File: config.mk
export PLATFORM = sky130hd
export DESIGN_NAME = mbx_periph_regs
export DESIGN_NICKNAME = d
export VERILOG_FILES = /design/src/rtl/mbx_pkg.sv /design/src/rtl/mbx_sync.sv /design/src/rtl/mbx_addr_latch.sv /design/src/rtl/mbx_reg_bank.sv /design/src/rtl/mbx_periph_regs.sv
export SDC_FILE = /design/constraint.sdc
export NUM_CORES = 1
export LEC_CHECK = 0
export BUFFER_PORTS_ARGS = -buffer_cell sky130_fd_sc_hd__buf_2
export CAP_MARGIN = 25
export CORE_ASPECT_RATIO = 2
export CORE_UTILIZATION = 43
export CTS_BUF_LIST = sky130_fd_sc_hd__clkbuf_8
export CTS_CLUSTER_DIAMETER = 200
export CTS_CLUSTER_SIZE = 8
export DETAILED_ROUTE_END_ITERATION = 10
export PLACE_DENSITY = 0.67
export SLEW_MARGIN = 20
export SYNTH_ARGS = -nofsm -noshare
export SYNTH_HDL_FRONTEND = slang
export SYNTH_SLANG_ARGS = --single-unit
File: constraint.sdc
create_clock -name clk -period 3.1 [get_ports clk]
set_clock_uncertainty 0.1 [all_clocks]
set_input_delay 0.31 -clock clk [delete_from_list [all_inputs] [get_ports clk]]
set_output_delay 0.31 -clock clk [all_outputs]
set_load 0.02 [all_outputs]
File: src/rtl/mbx_pkg.sv
package mbx_pkg;
   localparam int unsigned MBX_BUS_W = 8;
   typedef logic [MBX_BUS_W-1:0] mbx_word_t;
endpackage

File: src/rtl/mbx_sync.sv
module mbx_sync #(
   parameter int unsigned WIDTH   = 1,
   parameter int unsigned STAGES  = 2,
   parameter logic        RST_VAL = 1'b0
) (
   input  logic             clk,
   input  logic             rst_n,
   input  logic [WIDTH-1:0] d_i,
   output logic [WIDTH-1:0] q_o
);
   initial begin
      if (STAGES < 2) $fatal(1, "mbx_sync: STAGES must be at least 2");
      if (WIDTH < 1)  $fatal(1, "mbx_sync: WIDTH must be at least 1");
   end

   logic [WIDTH-1:0] chain [STAGES];

   generate
      for (genvar s = 0; s < STAGES; s++) begin : g_stage
         if (s == 0) begin : g_first
            always_ff @(posedge clk or negedge rst_n) begin
               if (!rst_n) chain[s] <= {WIDTH{RST_VAL}};
               else        chain[s] <= d_i;
            end
         end else begin : g_next
            always_ff @(posedge clk or negedge rst_n) begin
               if (!rst_n) chain[s] <= {WIDTH{RST_VAL}};
               else        chain[s] <= chain[s-1];
            end
         end
      end
   endgenerate

   assign q_o = chain[STAGES-1];
endmodule

File: src/rtl/mbx_addr_latch.sv
module mbx_addr_latch #(
   parameter int unsigned ADDR_W = 8
) (
   input  logic              clk,
   input  logic              rst_n,
   input  logic              open_i,
   input  logic [ADDR_W-1:0] pins_i,
   output logic [ADDR_W-1:0] held_o,
   output logic [ADDR_W-1:0] addr_o
);
   logic [ADDR_W-1:0] held_q;

   always_ff @(posedge clk or negedge rst_n) begin
      if (!rst_n)      held_q <= '0;
      else if (open_i) held_q <= pins_i;
   end

   assign held_o = held_q;
   assign addr_o = open_i ? pins_i : held_q;

   p_addr_hold_r2: assert property (@(posedge clk) disable iff (!rst_n)
      !open_i |=> $stable(held_q));
endmodule

File: src/rtl/mbx_reg_bank.sv
module mbx_reg_bank #(
   parameter int unsigned NREGS  = 6,
   parameter int unsigned ADDR_W = 8,
   parameter int unsigned DATA_W = 8
) (
   input  logic                    clk,
   input  logic                    rst_n,
   input  logic                    we_i,
   input  logic [ADDR_W-1:0]       addr_i,
   input  logic [DATA_W-1:0]       wdata_i,
   output logic [DATA_W-1:0]       rdata_o,
   output logic [NREGS*DATA_W-1:0] flat_o
);
   localparam logic [ADDR_W:0] NREGS_L = (ADDR_W+1)'(NREGS);

   initial begin
      if (NREGS < 1 || NREGS > (1 << ADDR_W))
         $fatal(1, "mbx_reg_bank: NREGS out of range for ADDR_W");
   end

   logic              hit;
   logic [DATA_W-1:0] mem [NREGS];

   assign hit = ({1'b0, addr_i} < NREGS_L);

   generate
      for (genvar k = 0; k < NREGS; k++) begin : g_reg
         always_ff @(posedge clk or negedge rst_n) begin
            if (!rst_n)                              mem[k] <= '0;
            else if (we_i && addr_i == ADDR_W'(k))   mem[k] <= wdata_i;
         end
         assign flat_o[k*DATA_W +: DATA_W] = mem[k];

         p_store_r3: assert property (@(posedge clk) disable iff (!rst_n)
            (we_i && addr_i == ADDR_W'(k)) |=> (mem[k] == $past(wdata_i)));
      end
   endgenerate

   always_comb begin
      rdata_o = '0;
      for (int k = 0; k < NREGS; k++)
         if (addr_i == ADDR_W'(k)) rdata_o = mem[k];
   end

   p_oor_ignored_r6: assert property (@(posedge clk) disable iff (!rst_n)
      (we_i && !hit) |=> $stable(flat_o));
   p_no_write_idle_r10: assert property (@(posedge clk) disable iff (!rst_n)
      !we_i |=> $stable(flat_o));
   p_oor_zero_r7: assert property (@(posedge clk) disable iff (!rst_n)
      !hit |-> (rdata_o == '0));
endmodule

File: src/rtl/mbx_periph_regs.sv
module mbx_periph_regs
   import mbx_pkg::*;
#(
   parameter int unsigned NREGS       = 6,
   parameter int unsigned SYNC_STAGES = 2
) (
   input  logic                       clk,
   input  logic                       rst_n,
   input  logic [MBX_BUS_W-1:0]       bus_i,
   output logic [MBX_BUS_W-1:0]       bus_o,
   output logic                       bus_oe_o,
   input  logic                       ale_i,
   input  logic                       wr_n_i,
   input  logic                       rd_n_i,
   output logic [MBX_BUS_W-1:0]       addr_o,
   output logic [NREGS*MBX_BUS_W-1:0] regs_o
);
   localparam int unsigned BW = MBX_BUS_W;

   initial begin
      if (NREGS < 1 || NREGS > 256) $fatal(1, "NREGS must be 1..256");
      if (SYNC_STAGES < 2)          $fatal(1, "SYNC_STAGES must be >= 2");
   end

   mbx_word_t pins_s, wdata_q, held_addr, rdata;
   logic      ale_s, wr_s, rd_s, wr_s_d, commit;

   mbx_sync #(.WIDTH(BW), .STAGES(SYNC_STAGES), .RST_VAL(1'b0)) u_sync_pins (
      .clk(clk), .rst_n(rst_n), .d_i(bus_i), .q_o(pins_s));
   mbx_sync #(.WIDTH(1), .STAGES(SYNC_STAGES), .RST_VAL(1'b0)) u_sync_ale (
      .clk(clk), .rst_n(rst_n), .d_i(ale_i), .q_o(ale_s));
   mbx_sync #(.WIDTH(1), .STAGES(SYNC_STAGES), .RST_VAL(1'b1)) u_sync_wr (
      .clk(clk), .rst_n(rst_n), .d_i(wr_n_i), .q_o(wr_s));
   mbx_sync #(.WIDTH(1), .STAGES(SYNC_STAGES), .RST_VAL(1'b1)) u_sync_rd (
      .clk(clk), .rst_n(rst_n), .d_i(rd_n_i), .q_o(rd_s));

   always_ff @(posedge clk or negedge rst_n) begin
      if (!rst_n) begin
         wr_s_d  <= 1'b1;
         wdata_q <= '0;
      end else begin
         wr_s_d <= wr_s;
         if (!wr_s) wdata_q <= pins_s;
      end
   end

   assign commit = wr_s & ~wr_s_d;

   mbx_addr_latch #(.ADDR_W(BW)) u_latch (
      .clk(clk), .rst_n(rst_n), .open_i(ale_s), .pins_i(pins_s),
      .held_o(held_addr), .addr_o(addr_o));

   mbx_reg_bank #(.NREGS(NREGS), .ADDR_W(BW), .DATA_W(BW)) u_bank (
      .clk(clk), .rst_n(rst_n), .we_i(commit), .addr_i(held_addr),
      .wdata_i(wdata_q), .rdata_o(rdata), .flat_o(regs_o));

   assign bus_oe_o = ~rd_s & ~ale_s;
   assign bus_o    = bus_oe_o ? rdata : '0;

   p_single_commit_r9: assert property (@(posedge clk) disable iff (!rst_n)
      commit |=> !commit);
   p_released_r4: assert property (@(posedge clk) disable iff (!rst_n)
      (ale_s || rd_s) |-> !bus_oe_o);
   p_read_data_r5: assert property (@(posedge clk) disable iff (!rst_n)
      bus_oe_o |-> (bus_o == rdata));
   p_read_clean_r10: assert property (@(posedge clk) disable iff (!rst_n)
      (bus_oe_o && wr_s && wr_s_d) |=> $stable(regs_o));
endmodule

After elaboration in Yosys (flattened, before gate mapping) --
Cells that the tools add are included.
Operators by class: $add $sub $neg 0, multiply operators 0, divide/modulo/power cells 0, magnitude comparators 0, equality and inequality tests 5, shifts and indexed selects 0, multiplexer cells 8, bitwise gates (word level) 5, reduce and logical (&&, ||, !) cells 7
Operator list (number):
- $mux W8 | 8
- $eq A8 B2 Y1 const B | 2
- $eq A8 B3 Y1 const B | 2
- $eq A8 B1 Y1 const B | 1
- $logic_not A8 Y1 | 1
- $logic_and A1 B1 Y1 | 6
- $not A1 Y1 | 3
- $and A1 B1 Y1 | 2
Word-level totals: register bits 87, latch bits 0, RAM bits 0, ROM bits 0, bits of input ports 13, output and inout port bits 65, logic and storage cells 42, memories 0

Logic depth before layout (Yosys ltp) --
Gate-level depths: netlist of the first run.
word-level depth 8, gate-level depth with buffers 6, mapped depth without buffers 3

Cells and area by module --
Synthesis of the first run repeated with hierarchy kept, for this count alone.
Unflattened totals: cell total of the unflattened synthesis 229, area, all modules 3722.3 µm²
By module, submodules not included:
- mbx_reg_bank | instances 1, cells an instance 152, area each 2337.2 µm², sequential area each 1201.2 µm²
- mbx_sync at u_sync_pins | instances 1, cells an instance 24, area each 460.4 µm², sequential area each 400.4 µm²
- mbx_periph_regs | instances 1, cells an instance 30, area each 437.9 µm², sequential area each 226.5 µm²
- mbx_addr_latch | instances 1, cells an instance 17, area each 331.6 µm², sequential area each 200.2 µm²
- mbx_sync at u_sync_rd ... | instances 2, cells an instance 2, area each 52.6 µm², sequential area each 52.6 µm²
- mbx_sync at u_sync_ale | instances 1, cells an instance 2, area each 50.0 µm², sequential area each 50.0 µm²

Worst setup path after synthesis of the first run --
Ideal clock, no wire load.
path type flip-flop to output port, start point reg u_latch.held_q[3], in the netlist u_latch.held_o[3], end point out addr_o[3], arrival time 1.959 ns, data required time 2.690 ns, slack 0.731 ns, cell stages (with the launch flop) 6, buffers on the path 3, cells stage by stage dfrtp_1 clkbuf_1 clkbuf_1 inv_1 clkbuf_1 o21ai_0
On the way: longest elaborated chain between the ends 1
Ends and longest elaborated chain:
- start: declaration | line mbx_addr_latch.sv:11 | logic [ADDR_W-1:0] held_q;
- start signal: assignment | line mbx_addr_latch.sv:15 | else if (open_i) held_q <= pins_i;
- $mux W8
- end: declaration | line mbx_periph_regs.sv:15 | output logic [MBX_BUS_W-1:0] addr_o,
No other way between the ends.

Final worst setup path of the first run --
start point reg u_latch.held_q[0], in the netlist u_latch.held_o[0], end point out bus_o[2]
On the way: longest elaborated chain between the ends 8, elaborated cells between the ends (all ways) 13, those cells by class eq/ne: 5; mux: 7; reduce/logical: 1
Ends and longest elaborated chain:
- $logic_not A8 Y1 | line mbx_reg_bank.sv:42 | if (addr_i == ADDR_W'(k)) rdata_o = mem[k];
- $mux W8 (5 in a row) | line mbx_reg_bank.sv:42
- $mux W8 * | line mbx_reg_bank.sv:42
- $mux W8 * | line mbx_periph_regs.sv:58 | assign bus_o = bus_oe_o ? rdata : '0;
- end: declaration | line mbx_periph_regs.sv:10 | output logic [MBX_BUS_W-1:0] bus_o,
Every way passes the cells marked *; elsewhere a longest branch is shown, timed or not.

==> results of run 1 <==
==> stage by stage <==
step	hold slack (ns)	power, µW	utilization, %	instances	instance area (µm²)
final	0.252	2360	54.1	421	4450
after global routing	0.263	2450	54.1	421	4450
after CTS	0.256	2380	54.0	421	4450
after detailed placement	0.167	1620	50.2	393	4130
after global placement	0.231	1600	49.9	392	4110
after floorplan	-0.0856	1480	-	226	3630
==> path summary, 6_finish.rpt <==
kind	cells after the start	start	end	slack [ns]
max reg2reg	3	u_latch.held_o[0]	u_bank.flat_o[43]	0.66
max	4	u_latch.held_o[0]	bus_o[2]	0.25
min	0	u_sync_pins.chain[13]	u_sync_pins.q_o[5]	0.25
max in group asynchronous	3	rst_n	u_sync_rd.q_o	1.93
min reg2reg	0	u_sync_pins.chain[13]	u_sync_pins.q_o[5]	0.25
min in group asynchronous	2	rst_n	u_bank.flat_o[37]	0.30
==> repair_timing <==
item	4_1_cts	5_1_grt
endpoints found under the setup margin	0	2
hold buffers	12	0
endpoints found under the hold margin	38	0
resized for setup	0	1
==> cell usage after synthesis, drive strengths merged <==
| cell type | n | area (µm²) |
|---|---|---|
| or4bb | 2 | 22.5 |
| nor4 | 8 | 125 |
| mux4 | 8 | 180 |
| nand4b | 1 | 8.76 |
| nand4 | 6 | 37.5 |
| nand2 | 2 | 7.51 |
| o41ai | 6 | 52.6 |
| nor2b | 1 | 6.26 |
| or3 | 1 | 6.26 |
| or4b | 1 | 10.0 |
| a21oi | 6 | 30.0 |
| nand2b | 2 | 12.5 |
| dfrtp | 82 | 2050 |
| clkbuf | 8 | 30.0 |
| o2111ai | 6 | 52.6 |
| o21ai | 2 | 10.0 |
| and4 | 2 | 17.5 |
| nor2 | 3 | 11.3 |
| buf | 5 | 43.8 |
| mux2 | 62 | 728 |
| o221a | 2 | 22.5 |
| inv | 1 | 3.75 |
| clkinv | 1 | 3.75 |
| dfstp | 5 | 131 |
| or4 | 2 | 18.8 |
| nand3b | 1 | 7.51 |
==> critical path, cell delays in order, from the launching register on <==
cell	delay [ns]
dfrtp_1	0.76
nand3b_1	0.43
or3_1	0.45
o221a_2	0.28
buf_2	0.15
==> report_power, final <==
part | internal (µW) | leakage, µW | switching, µW
Sequential | 1210 | 0.00111 | 99.1
Clock | 357 | 0.0000946 | 397
Combinational | 132 | 0.000953 | 161
==> sequential cells by signal (all words and copies together), names as in the netlist, 8 cells and up <==
signal / count
u_sync_pins.chain: 8
wdata_q: 8
u_bank.flat_o: 48
u_sync_pins.q_o: 8
u_latch.held_o: 8
==> per-layer routing <==
layer | vias up | GRT usage, % | wire [µm] | share of wire, %
li1 | 1048 | - | - | -
met1 | 1185 | 24.2 | 3100 | 38
met2 | 79 | 34.7 | 4450 | 55
met3 | 25 | 3.89 | 279 | 3.4
met4 | 0 | 11.5 | 298 | 3.7
met5 | - | 0 | 0 | 0
==> cell families after synthesis <==
logic type,after synthesis
buf+inv,15
flops,87
mux,70
compound gates,22
simple gates,32
==> area by class of cell <==
class / count / area (µm²)
Multi-Input combinational cell: 124 / 1380
Tap cell: 98 / 123
Inverter: 2 / 7.51
Sequential cell: 87 / 2180
Fill cell: 708 / 3780
Timing Repair Buffer: 94 / 566
Clock inverter: 4 / 28.8
Clock buffer: 12 / 165
==> impl_metrics.env, run 1 <==
export IMPL_mostFrequentLayoutCell="dfrtp_1"
export IMPL_avgViaCountPerCell=5.55
export IMPL_layout_cell_share_with_drive_strength_beyond_1_pct=56.7
export IMPL_grt_usage_pct=20.8
export IMPL_area_delta_synth_final_pct=22.5
export IMPL_power_leakage_uw=0.00216
export IMPL_wirelength_mm=8.13
export IMPL_average_footprint_of_a_synthesized_cell_um2=16.1
export IMPL_ys_types=30
export IMPL_combinational_family_with_the_most_area_after_synthesis="multiplexers"
export IMPL_dp_hpwl_mm=5.89
export IMPL_vias=2337
export IMPL_syn_area_um2=3630
export IMPL_cts_buffers=9
export IMPL_mostFrequentLayoutCells="dfrtp_1 (82), buf_2 (76), mux2_2 (54), clkbuf_8 (12), dlygate4sd3_1 (12)"
export IMPL_place_congestion=0.765
export IMPL_maximum_achievable_frequency_mhz=351
export IMPL_max_cap_violations=0
export IMPL_finalSetupTns_ns=0
export IMPL_yosys_area_share_simple_pct=8.03
export IMPL_number_of_sinks_handled_by_clock_tree_synthesis=87
export IMPL_yosysSeqAreaShare_pct=60.1
export IMPL_tightest_slew_ns=0.772
export IMPL_preCtsSetupSlack_ns=0.473
export IMPL_postSynthRegisterBits=87
export IMPL_post_route_min_period_ns=2.85
export IMPL_worst_skew_pair_late_latency_ns=0.37
export IMPL_cp_required_ns=2.69
export IMPL_gr_total_overflow=0
export IMPL_yosys_warnings=0
export IMPL_number_of_design_rule_violations_left_after_detail_routing=0
export IMPL_start_util_pct=44.1
export IMPL_placementRows=47
export IMPL_drt_pass1_iterations=6
export IMPL_mappedNetlistNets=239
export IMPL_maximum_number_of_pins_on_one_net_before_global_route_repair=61
export IMPL_postSynthCellCount=226
export IMPL_grt_pass1_wl_mm=13.2
export IMPL_via_count_of_the_first_global_routing_pass=2385
export IMPL_timing_final_max_slew_violations=0
export IMPL_drt_iter0_drc=194
export IMPL_cellPowerDensity_nw_per_um2=529
export IMPL_die_area_um2=8840
export IMPL_insertedDiodeCount=0
export IMPL_wire_per_inst_um=19.3
export IMPL_rsz_0062_raised_after_global_routing="no"
export IMPL_design_final_nets=331
export IMPL_cts_tree="done"
export IMPL_synth_compound_area_share_pct=4.62
export IMPL_post_cts_setup_buffers=0
export IMPL_timing_final_ws_setup_ns=0.253
export IMPL_die_height_um=132
export IMPL_final_antenna_net_count=0
export IMPL_ir_worst_vdd_mv=0.364
export IMPL_critical_path_class="reg2out"
export IMPL_max_slew_margin_pct=48.5
export IMPL_clk_root_buffer_cell="clkbuf_8"
export IMPL_report_final_setup_viol=0
export IMPL_worstPathArrival_ns=2.44
export IMPL_worstHoldPathType="reg2reg"
export IMPL_critical_path_startpoint_type="flip-flop"
export IMPL_path_max_fanout=13
export IMPL_timing_final_crit_share_pct=91.8
export IMPL_ioPinCount=78
export IMPL_run_status="completed"
export IMPL_fp_dieW_um=67.0
export IMPL_synthAdderAreaFrac_pct=0
export IMPL_final_hold_viol_count=0
export IMPL_yosys_area_share_xor_xnor_pct=0
export IMPL_worst_path_clk_slew_ns=0.08
export IMPL_coreArea_um2=8230
export IMPL_htree_levels=3
export IMPL_place_port_buffers=77
export IMPL_critPathCaptureType="output port"
export IMPL_cts_path_max_buffers=2
export IMPL_antenna_found_initial=0
export IMPL_post_synth_mux_area_share_pct=25.0
No activity file was read; power rests on OpenSTA's default activity.
==> run 2, diff against run 1 <==
Settings changed: CORE_ASPECT_RATIO 2 to unset, CTS_CLUSTER_DIAMETER 200 to 150.
==> run 2 against run 1 <==
Against the previous run: power up 2.1%; final cell count up 2.4%; worst setup slack better by 0.011 ns; clock power up 6.6%; die area down 0.26%; routed wire length up 1.3%; first-iteration DRC count down 38%; sequential share of layout area down 0.45 points; critical endpoint unchanged.
==> impl_metrics.env, run 2 (same netlist as run 1, synthesis figures left out) <==
export IMPL_run_status="completed"
export IMPL_fin_util_pct=54.9
export IMPL_cts_buffers=9
export IMPL_area_delta_synth_final_pct=23.7
export IMPL_report_final_setup_viol=0
export IMPL_critical_path_class="reg2out"
export IMPL_vias=2338
export IMPL_max_cap_violations=0
export IMPL_ioPinCount=78
export IMPL_post_cts_resized_instances=0
export IMPL_critical_path_startpoint_type="flip-flop"
export IMPL_rsz_0062_raised_after_global_routing="no"
export IMPL_worstHoldPathType="reg2reg"
export IMPL_number_of_sinks_handled_by_clock_tree_synthesis=87
export IMPL_clk_root_buffer_cell="clkbuf_8"
export IMPL_final_cell_count_no_fill=431
export IMPL_ff_latch_area_um2=2180
export IMPL_drt_iter0_drc=120
export IMPL_avgViaCountPerCell=5.42
export IMPL_mostFrequentLayoutCell="dfrtp_1"
export IMPL_final_hold_viol_count=0
export IMPL_timing_final_max_slew_violations=0
export IMPL_final_antenna_net_count=0
export IMPL_drt_pass1_iterations=4
export IMPL_worstPathArrival_ns=2.43
export IMPL_cts_path_max_buffers=2
export IMPL_wire_per_inst_um=19.1
export IMPL_cts_tree="done"
export IMPL_grt_pass1_wl_mm=13.2
export IMPL_die_height_um=93.9
export IMPL_place_congestion=0.753
export IMPL_placementRows=33
export IMPL_worst_path_clk_slew_ns=0.08
export IMPL_start_util_pct=44.4
export IMPL_antenna_found_initial=0
export IMPL_gr_total_overflow=0
export IMPL_design_final_nets=334
export IMPL_maximum_number_of_pins_on_one_net_before_global_route_repair=52
export IMPL_via_count_of_the_first_global_routing_pass=2473
export IMPL_path_max_fanout=16
export IMPL_fp_dieW_um=93.9
export IMPL_wirelength_mm=8.23
export IMPL_max_slew_margin_pct=44.2
export IMPL_insertedDiodeCount=0
export IMPL_place_inst=403
export IMPL_finalSetupTns_ns=0
export IMPL_htree_levels=3
export IMPL_ff2ff_setup_slack_ns=0.57
export IMPL_maximum_achievable_frequency_mhz=353
export IMPL_dp_hpwl_mm=5.67
export IMPL_post_route_min_period_ns=2.84
export IMPL_tightest_slew_ns=0.837
export IMPL_layout_cell_share_with_drive_strength_beyond_1_pct=56.7
export IMPL_critPathCaptureType="output port"
export IMPL_number_of_design_rule_violations_left_after_detail_routing=0
export IMPL_timing_final_crit_share_pct=91.5
export IMPL_cellPowerDensity_nw_per_um2=536
export IMPL_grt_usage_pct=20.5
export IMPL_mostFrequentLayoutCells="dfrtp_1 (82), buf_2 (76), mux2_2 (54), dlygate4sd3_1 (12), clkbuf_8 (11)"
export IMPL_largest_register_ffs=48
export IMPL_die_area_um2=8820
export IMPL_cp_required_ns=2.69
export IMPL_coreArea_um2=8180
export IMPL_ir_worst_vdd_mv=0.421
export IMPL_fillers=711
export IMPL_worst_skew_pair_late_latency_ns=0.35
export IMPL_place_port_buffers=77
export IMPL_power_leakage_uw=0.00219
export IMPL_area_occupied_by_multi_input_gates_um2=1370
[run 2: changes by cell type in the layout (fill, tap and decap cells not counted), sizes merged]
cell / change
buf: +3
bufinv: +1
clkbuf: -1
clkinv: +1
clkinvlp: -1
[run 2: path summary, 6_finish.rpt]
check                                      from                     to  cells after the start
setup / recovery              u_latch.held_o[3]               bus_o[2]                      4
hold / removal             u_sync_pins.chain[9]     u_sync_pins.q_o[1]                      0
setup reg to reg              u_latch.held_o[0]      u_bank.flat_o[20]                      4
hold reg to reg            u_sync_pins.chain[9]     u_sync_pins.q_o[1]                      0
max in group asynchronous                 rst_n                 wr_s_d                      3
min in group asynchronous                 rst_n  u_sync_pins.chain[11]                      2
[run 2: through the flow]
stage / total power (µW) / setup slack [ns] / instance area (µm²) / hold WS [ns]
finish: 2410 / 0.264 / 4490 / 0.253
global route: 2510 / 0.117 / 4490 / 0.260
CTS: 2440 / 0.260 / 4490 / 0.253
detailed placement: 1620 / 0.575 / 4160 / 0.198
global placement: 1600 / 0.664 / 4140 / 0.231
floorplan: 1480 / 0.731 / 3630 / -0.0856
[run 2: layout make-up]
| cell class | instances | share of cell area [%] |
|---|---|---|
| Sequential cell | 87 | 48.6 |
| Clock buffer | 11 | 3.37 |
| Tap cell | 105 | 2.92 |
| Inverter | 2 | 0.167 |
| Clock inverter | 5 | 1.25 |
| Multi-Input combinational cell | 124 | 30.6 |
| Timing Repair Buffer | 97 | 13.1 |
[run 2: power by group]
group          total [µW]  switching, µW  internal (µW)  leakage [µW]
clock network         804            389            415      0.000105
registers            1310           99.2           1210       0.00111
logic                 294            161            133      0.000967
[run 2: worst max-delay path, stage by stage (launching register included)]
cell     delay, ns
dfrtp_1       0.89
inv_1         0.47
and4_1        0.30
o221a_2       0.25
buf_2         0.16
[run 2: metal layers]
metal / wire (µm) / GRT usage, % / vias to the layer above
met5: 0 / 0 / -
li1: - / - / 1053
met4: 104 / 7.31 / 0
met2: 4160 / 33.5 / 66
met1: 3650 / 27.4 / 1208
met3: 324 / 3.64 / 11
[run 2: repair_timing]
item / in CTS / in global routing
hold buffers: 12 / 0
setup buffers: 0 / 0
endpoints found under the hold margin: 43 / 0
==> run 3, diff against run 2 <==
==> constraint.sdc (replaced) <==
create_clock -name clk -period 3.1 [get_ports clk]
set_clock_uncertainty 0.1 [all_clocks]
set_input_delay 0.62 -clock clk [delete_from_list [all_inputs] [get_ports clk]]
set_output_delay 0.62 -clock clk [all_outputs]
set_load 0.01 [all_outputs]
==> run 3 against run 2 <==
Against the previous run: global-route usage is 0.59 points lower; clock power is 0.5% higher; via count up 0.47%; final cell count decreased by 1.9%; combinational power decreased by 13%.
==> impl_metrics.env, run 3 (same netlist as run 1, synthesis figures left out) <==
export IMPL_run_status="completed"
export IMPL_max_cap_violations=0
export IMPL_max_slew_margin_pct=56.2
export IMPL_r2r_start="u_latch.held_o[0]"
export IMPL_worst_skew_pair_late_latency_ns=0.35
export IMPL_timing_critical_path_slowest_cell_delay_ns=0.59
export IMPL_cp_required_ns=2.38
export IMPL_maximum_achievable_frequency_mhz=341
export IMPL_largest_register_ffs=48
export IMPL_place_port_buffers=77
export IMPL_antenna_found_initial=0
export IMPL_worst_path_max_delay_cell="or4_4"
export IMPL_place_congestion=0.830
export IMPL_cts_buffers=9
export IMPL_critical_path_class="reg2out"
export IMPL_worst_path_clk_slew_ns=0.09
export IMPL_grt_usage_pct=19.9
export IMPL_placementRows=33
export IMPL_fp_dieW_um=93.9
export IMPL_area_delta_synth_final_pct=21.1
export IMPL_mostFrequentLayoutCell="dfrtp_1"
export IMPL_postLayoutCellArea_um2=4400
export IMPL_rsz_0062_raised_after_global_routing="no"
export IMPL_place_inst=407
export IMPL_insertedDiodeCount=0
export IMPL_fin_util_pct=53.8
export IMPL_wirelength_mm=8.14
export IMPL_final_antenna_net_count=0
export IMPL_design_final_nets=326
export IMPL_cts_tree="done"
export IMPL_critical_path_reg2reg_endpoint="u_bank.flat_o[7]"
export IMPL_coreArea_um2=8180
export IMPL_ir_worst_vdd_mv=0.297
export IMPL_worstPathArrival_ns=2.21
export IMPL_critical_path_cell_count=5
export IMPL_drt_pass1_iterations=4
export IMPL_final_cell_count_no_fill=423
export IMPL_vias=2349
export IMPL_cell_area_reported_after_detailed_placement_um2=4190
export IMPL_mostFrequentLayoutCells="dfrtp_1 (82), buf_2 (76), mux2_2 (54), buf_4 (12), clkbuf_8 (9)"
export IMPL_critPathCaptureType="output port"
export IMPL_ioPinCount=78
export IMPL_ff2ff_setup_slack_ns=0.57
export IMPL_cellPowerDensity_nw_per_um2=538
export IMPL_setup_worst_path_end="bus_o[7]"
export IMPL_post_route_min_period_ns=2.93
export IMPL_final_hold_viol_count=0
export IMPL_maximum_number_of_pins_on_one_net_before_global_route_repair=62
export IMPL_number_of_design_rule_violations_left_after_detail_routing=0
export IMPL_start_util_pct=44.4
export IMPL_critical_path_top_delay_family="simple AND/OR/NAND/NOR gates"
export IMPL_cts_path_max_buffers=2
export IMPL_drt_iter0_drc=109
export IMPL_timing_final_max_slew_violations=0
export IMPL_path_max_fanout=11
export IMPL_layout_cell_share_with_drive_strength_beyond_1_pct=59.7
export IMPL_avgViaCountPerCell=5.55
export IMPL_die_area_um2=8820
export IMPL_timing_final_crit_share_pct=94.5
export IMPL_via_count_of_the_first_global_routing_pass=2273
export IMPL_power_leakage_uw=0.00215
export IMPL_htree_levels=3
export IMPL_reg2regPathDepth=5
export IMPL_postCtsHoldBufs=0
export IMPL_report_power_total_uw=2370
export IMPL_critical_path_startpoint_type="flip-flop"
export IMPL_grt_pass1_wl_mm=12.7
export IMPL_clk_root_buffer_cell="clkbuf_8"
export IMPL_crit_path_cell_trace="or4_4 > buf_4 > o41ai_1 > a21oi_1 > buf_2"
export IMPL_tightest_slew_ns=0.652
export IMPL_timing_critical_path_buf_inv=2
export IMPL_finalSetupTns_ns=0
export IMPL_report_final_setup_viol=0
export IMPL_die_height_um=93.9
export IMPL_setup_worst_path_start="u_latch.held_o[5]"
export IMPL_worstHoldPathType="in2async"
export IMPL_dp_hpwl_mm=5.69
export IMPL_wire_per_inst_um=19.2
export IMPL_number_of_sinks_handled_by_clock_tree_synthesis=87
export IMPL_gr_total_overflow=0
==> run 3: area by class of cell <==
type,count,area (µm²)
clock buffer,9,124
clock inverter,7,77.6
fill,715,3780
inverter,2,7.51
multi-input combinational,124,1380
sequential,87,2180
tap,105,131
timing repair buffer,89,498
==> run 3: layer usage <==
layer  wire, µm  up-vias  part of all wire (%)  global-route usage, %
met5          0        -                     0                      0
met4        148        0                   1.8                   7.82
met3        409       14                   5.0                   5.02
li1           -     1047                     -                      -
met1       3840     1217                    47                   27.9
met2       3740       71                    46                   29.5
==> run 3: repair_timing <==
item	in CTS	in global routing
endpoints found under the setup margin	0	1
setup buffers	0	0
gates resized for setup	0	1
==> run 3: worst register-to-register path, cell delays in order (launching register included) <==
cell and delay (ns):
dfrtp_1 0.56, buf_4 0.26, or4b_1 0.57, nor4_4 0.34, buf_4 0.24, mux2_2 0.34
==> run 3: where the power goes <==
part / leakage (µW) / switching (µW) / total, µW / internal, µW
logic: 0.000938 / 129 / 257 / 128
registers: 0.00111 / 92.4 / 1300 / 1210
clock network: 0.000101 / 427 / 808 / 381
total: 0.00215 / 648 / 2370 / 1720
==> run 3: worst min path at each step <==
stage	depth (start not counted)	start	endpoint	slack [ns]
finish	1	rst_n	u_bank.flat_o[21]	0.08
global route	1	rst_n	u_bank.flat_o[38]	0.09
CTS	1	rst_n	u_bank.flat_o[21]	0.08
detailed placement	0	u_sync_pins.chain[9]	u_sync_pins.q_o[1]	0.24
global placement	0	u_sync_pins.chain[15]	u_sync_pins.q_o[7]	0.23
floorplan	0	rst_n	u_bank.flat_o[0]	0.22
==> run 3: metrics by stage <==
| step | hold slack (ns) | worst slack, ns |
|---|---|---|
| floorplan | 0.224 | 0.551 |
| global placement | 0.232 | 0.546 |
| detailed placement | 0.236 | 0.479 |
| CTS | 0.0835 | 0.0788 |
| global route | 0.0908 | 0.0740 |
| finish | 0.0784 | 0.171 |
